## src/rtl/rx_pkg.sv

```systemverilog
package rx_pkg;
  typedef enum logic [1:0] {
    FAC_SYNC = 2'b00,
    FAC_X1   = 2'b01,
    FAC_X16  = 2'b10,
    FAC_X64  = 2'b11
  } fac_e;

  typedef enum logic [1:0] {
    ST_IDLE,
    ST_START,
    ST_DATA,
    ST_STOP
  } rx_st_e;
endpackage

```

## src/rtl/rx_bit_timer.sv

```systemverilog
module rx_bit_timer
  import rx_pkg::*;
#(
  parameter int DIV_MID = 16,
  parameter int DIV_HI  = 64,
  localparam int CNT_W  = $clog2(DIV_HI)
) (
  input  logic       clk_i,
  input  logic       rst_ni,
  input  logic [1:0] factor_i,
  input  logic       load_i,
  input  logic       run_i,
  output logic       tick_o
);
  logic [CNT_W-1:0] cnt_q, half_m1, full_m1;

  always_comb begin
    unique case (fac_e'(factor_i))
      FAC_X16: begin
        half_m1 = CNT_W'(DIV_MID / 2 - 1);
        full_m1 = CNT_W'(DIV_MID - 1);
      end
      FAC_X64: begin
        half_m1 = CNT_W'(DIV_HI / 2 - 1);
        full_m1 = CNT_W'(DIV_HI - 1);
      end
      default: begin
        half_m1 = '0;
        full_m1 = '0;
      end
    endcase
  end

  assign tick_o = run_i && (cnt_q == '0);

  always_ff @(posedge clk_i or negedge rst_ni) begin
    if (!rst_ni)          cnt_q <= '0;
    else if (load_i)      cnt_q <= half_m1;
    else if (run_i) begin
      if (cnt_q == '0)    cnt_q <= full_m1;
      else                cnt_q <= cnt_q - 1'b1;
    end
  end
endmodule

```

## src/rtl/rx_shifter.sv

```systemverilog
module rx_shifter #(
  parameter int DATA_W = 8
) (
  input  logic              clk_i,
  input  logic              rst_ni,
  input  logic              clear_i,
  input  logic              shift_i,
  input  logic              bit_i,
  input  logic [1:0]        len_i,
  output logic [DATA_W-1:0] data_o
);
  logic [DATA_W-1:0] sr_q;
  logic [1:0]        sh;

  // bits enter at the top, so a short character sits high until aligned
  always_ff @(posedge clk_i or negedge rst_ni) begin
    if (!rst_ni)       sr_q <= '0;
    else if (clear_i)  sr_q <= '0;
    else if (shift_i)  sr_q <= {bit_i, sr_q[DATA_W-1:1]};
  end

  assign sh     = 2'd3 - len_i;
  assign data_o = sr_q >> sh;
endmodule

```

## src/rtl/prog_rx.sv

```systemverilog
module prog_rx
  import rx_pkg::*;
#(
  parameter int DATA_W  = 8,
  parameter int DIV_MID = 16,
  parameter int DIV_HI  = 64
) (
  input  logic              clk_i,
  input  logic              rst_ni,
  input  logic [1:0]        factor_i,
  input  logic [1:0]        len_i,
  input  logic              rxd_i,
  output logic [DATA_W-1:0] data_o,
  output logic              valid_o,
  output logic              frame_err_o
);
  localparam int IDX_W    = $clog2(DATA_W);
  localparam int LEN_BASE = DATA_W - 3;

  rx_st_e            st_q, st_d;
  logic [IDX_W-1:0]  idx_q, idx_d, last_idx;
  logic              enabled, load, run, tick, shift, done;
  logic [DATA_W-1:0] shr_data, data_q;
  logic              valid_q, ferr_q;

  assign enabled  = fac_e'(factor_i) != FAC_SYNC;
  assign last_idx = IDX_W'(LEN_BASE - 1) + IDX_W'(len_i);
  assign run      = enabled && (st_q != ST_IDLE);

  always_comb begin
    st_d  = st_q;
    idx_d = idx_q;
    load  = 1'b0;
    shift = 1'b0;
    done  = 1'b0;
    if (!enabled) begin
      st_d = ST_IDLE;
    end else begin
      unique case (st_q)
        ST_IDLE: if (!rxd_i) begin
          load  = 1'b1;
          idx_d = '0;
          st_d  = (fac_e'(factor_i) == FAC_X1) ? ST_DATA : ST_START;
        end
        ST_START: if (tick) st_d = rxd_i ? ST_IDLE : ST_DATA;
        ST_DATA: if (tick) begin
          shift = 1'b1;
          if (idx_q == last_idx) st_d = ST_STOP;
          else                   idx_d = idx_q + 1'b1;
        end
        ST_STOP: if (tick) begin
          done = 1'b1;
          st_d = ST_IDLE;
        end
        default: st_d = ST_IDLE;
      endcase
    end
  end

  always_ff @(posedge clk_i or negedge rst_ni) begin
    if (!rst_ni) begin
      st_q    <= ST_IDLE;
      idx_q   <= '0;
      data_q  <= '0;
      valid_q <= 1'b0;
      ferr_q  <= 1'b0;
    end else begin
      st_q    <= st_d;
      idx_q   <= idx_d;
      valid_q <= done;
      ferr_q  <= done && !rxd_i;
      if (done) data_q <= shr_data;
    end
  end

  rx_bit_timer #(
    .DIV_MID(DIV_MID),
    .DIV_HI (DIV_HI)
  ) u_timer (
    .clk_i   (clk_i),
    .rst_ni  (rst_ni),
    .factor_i(factor_i),
    .load_i  (load),
    .run_i   (run),
    .tick_o  (tick)
  );

  rx_shifter #(
    .DATA_W(DATA_W)
  ) u_shift (
    .clk_i  (clk_i),
    .rst_ni (rst_ni),
    .clear_i(load),
    .shift_i(shift),
    .bit_i  (rxd_i),
    .len_i  (len_i),
    .data_o (shr_data)
  );

  assign data_o      = data_q;
  assign valid_o     = valid_q;
  assign frame_err_o = ferr_q;
endmodule

```

## config.mk

```make
export PLATFORM = sky130hd
export DESIGN_NAME = prog_rx
export DESIGN_NICKNAME = d
export VERILOG_FILES = /design/src/rtl/rx_pkg.sv /design/src/rtl/rx_bit_timer.sv /design/src/rtl/rx_shifter.sv /design/src/rtl/prog_rx.sv
export SDC_FILE = /design/constraint.sdc
export NUM_CORES = 1
export LEC_CHECK = 0
export ABC_AREA = 0
export BUFFER_PORTS_ARGS = -buffer_cell sky130_fd_sc_hd__buf_2
export CAP_MARGIN = 15
export CORE_ASPECT_RATIO = 1.4
export CORE_MARGIN = 3
export CORE_UTILIZATION = 54
export CTS_BUF_LIST = sky130_fd_sc_hd__clkbuf_8 sky130_fd_sc_hd__clkbuf_16
export DETAILED_ROUTE_END_ITERATION = 7
export PLACE_DENSITY = 0.74
export SETUP_SLACK_MARGIN = 0.15
export SYNTH_ARGS = -nofsm -noshare
export SYNTH_HDL_FRONTEND = slang
export SYNTH_SLANG_ARGS = --single-unit
```

## constraint.sdc

```tcl
create_clock -name clk_i -period 2.4 [get_ports clk_i]
set_input_delay 0.12 -clock clk_i [delete_from_list [all_inputs] [get_ports clk_i]]
set_output_delay 0.12 -clock clk_i [all_outputs]
set_load 0.05 [all_outputs]
```

==> summary.md <==
| Metric | Value |
|---|---|
| Crit path DAT | 2.23 ns |
| Cell taking the most area after synthesis | dfrtp_1 |
| Area growth, synth to finish | 10.4% |
| #FFs+latches synth | 29 |
| Reg2Reg Launch Point | u_timer.cnt_q[3] |
| Distinct cell type count after synthesis | 42 |
| Top Ports | 17 |
| Final RePlAce weighted congestion | 0.825 |
| Synth Area per Inst | around 10 µm² |
| Kind of critical path | register to register |
| Core area | 2910 µm² |
| CTS clk-pin slew, worst paths | about 0.06 ns |
| Clk sinks | 29 |
| Gate Count Post-Synth | ~160 |
| Total power | 1.48 mW |
| CTS Hold Bufs | 1 |
| Yosys warnings | 0 |
| Final Critical Period | about 2.1 ns |
| Number of remaining DRC errors | 0 |
| Final Hold Fails | 0 |
| Htree depth | 2 |
| Worst r2r path cells | 5 |
| Router iterations before antenna repair | 4 |
| Final setup vio count | 0 |
| Clock latency at the later pin of the worst-skew pair | roughly 0.28 ns |
| Startpoint Class | register |
| Cell total after placement | 213 |
| Die Y | approximately 72 µm |
| Diodes inserted | 0 |
| CTS tree | built |
| Simple-Gate Fraction of Synth Area | 17.3% |
| Multiplexer share of the synthesized area | 16.8% |
| Worst min path class | input port to register |
| Final nets | 194 |
| Global-route wire length before repair | around 5500 µm |
| Antenna Nets Post-Route | 0 |
| Post-CTS Setup Bufs | 0 |
| Status | completed |
| Worst rel slew slack | between 50% and 60% |
| Async SR Flop Fraction | 100% |
| Setup crit end | data_o[7] |
| Port Buf Inserts | 16 |
| Fin Clk Skew | approximately 0.002 ns |
| Placement Rows | 23 |
| Register area share after synthesis | roughly 43% |
| Final Max Slew Viols | 0 |
| CTS Buffer Depth | 2 |
| Crit end category | register |
| Final instance area | 1850 µm² |
| Synth Area in Adders | 2.24% |
| R2r setup slk | 0.34 ns |
| Post-synthesis compound-gate area fraction | between 10% and 20% |
| Finished Core Util | 63.6% |
| Vias in the first global route | about 1,300 |
| DR WL/cell | roughly 14 µm |
| GRT Total Usage | 19.7% |
| Layout cells sized above 1 | 25.4% |
| Drt first-iter violations | 37 |
| LEAKAGE | 0.897 nW |
| Dpl hpwl | 2350 µm |
| Drt via density | between 5 and 6 |
| Commonest non-fill, non-tap cell in the layout | dfrtp_1 |
| Post-Syn Area | 1680 µm² |
| CTS Buf Count | 5 |
| Fill count | 234 |
| Final WL | between 3000 and 4000 µm |
| Hold_ws | between 0.1 and 0.15 ns |
| Largest net degree at the start of global routing | 30 |
| Resized Gates After CTS | 0 |
| Pre-CTS WS | about 0.34 ns |
| Multi-input logic area | 852 µm² |
| Final setup TNS | 0 ns |
| Synth area leaders | dfrtp_1, mux2i_1, nand2_1 |
| Synth Flop Type | dfrtp_1 |
| Period utilisation layout | 86.0% |
| Initial Util | 57.6% |
| Grt met3 use | under 10% |
| GRT overflow | 0 |
| Maxcap violations | 0 |
| Cell Area, Placed | about 1800 µm² |
| Synthesized Nets | 174 |
| Critical Path Fanout Max | 9 |
| Met1 Track Usage GR | 19.3% |
| Vias after detailed routing | about 1,300 |
| Worst-margin pin slew | ~0.64 ns |
| Number of synthesized flops with an enable pin | 0 |
| Cell Pwr Density | 800 nW/µm² |
| Peak supply drop | 0.000536 V |
| Max Fclk | between 0.4 and 0.5 GHz |
| Die area | approximately 3800 µm² |
| Share of the synthesized area in the top cell type | between 40 and 50% |
| RSZ-0062 raised after global routing | no |
| Largest family of logic cells by synthesized area | simple AND/OR/NAND/NOR gates |
| Root Driver | clkbuf_8 |
| Worst setup path startpoint | u_timer.cnt_q[3] |
| Most frequent cells in the layout | dfrtp_1, nand2_1, nor2_1, buf_2, mux2i_1 |
| Fin cells | between 200 and 250 |
| Die width | between 50 and 60 µm |
| Post-route setup slack | ~0.34 ns |
| Reg area | around 730 µm² |
| Req. time, crit path | 2.57 ns |
| Grt peak-use layer | met2 |
| Initial antenna violation count | 0 |
| Post-synthesis xor/xnor area fraction | ~1.0% |
| Met2 global-route usage | between 30% and 40% |
| R2R Path End | data_o[7] |
[power by group]
group / internal [mW] / switching, mW / total, mW
sequential: 0.559 / 0.0797 / 0.638
combinational: 0.186 / 0.280 / 0.466
clock: 0.196 / 0.178 / 0.374
[worst max-delay path, stage by stage, from the launching register on]
cell and delay [ns]:
dfrtp_1 0.42, or3_4 0.44, or4_1 0.70, buf_4 0.25, nand2_1 0.09, o21ai_2 0.06
[synthesized netlist by cell type, drive strengths merged (4+ instances only)]
master	count
nand2	21
mux2	7
inv	8
o21ai	12
dfrtp	29
clkbuf	4
mux2i	12
nand3	7
a21oi	8
nor2	17
[worst min-delay path by stage]
| stage | endpoint | cells past startpoint | start |
|---|---|---|---|
| 2_1_floorplan | data_o[0] | 0 | rst_ni |
| 3_3_place_gp | u_shift.sr_q[4] | 1 | rst_ni |
| 3_5_place_dp | data_o[1] | 1 | rst_ni |
| 4_1_cts | frame_err_o | 2 | rxd_i |
| 5_1_grt | frame_err_o | 2 | rxd_i |
| 6_report | frame_err_o | 2 | rxd_i |
[cells by family after synthesis]
group	Yosys count
adders and majority gates	3
AOI/OAI and AO/OA	32
buffers and inverters	15
xor gates and xnor gates	2
and+or+nand+nor	61
muxes	22
DFF	29
[layer usage]
metal	wire length, µm	share of wire (%)	up-vias
met1	1220	38	597
met4	70	2.2	0
met5	0	0	-
met3	140	4.4	7
li1	-	-	626
met2	1760	55	35
[registers in the layout, indices dropped and copies added, names as in the netlist]
name	count
idx_q	3
u_timer.cnt_q	6
valid_o	1
st_q	2
data_o	8
frame_err_o	1
u_shift.sr_q	8
[area by class of cell]
cell class	count	share of cell area (%)
Clock buffer	5	3.72
Multi-Input combinational cell	120	46.1
Sequential cell	29	39.2
Clock inverter	3	0.744
Inverter	8	1.62
Tap cell	37	2.50
Timing Repair Buffer	20	6.09
No activity file was read; power rests on OpenSTA's default activity.
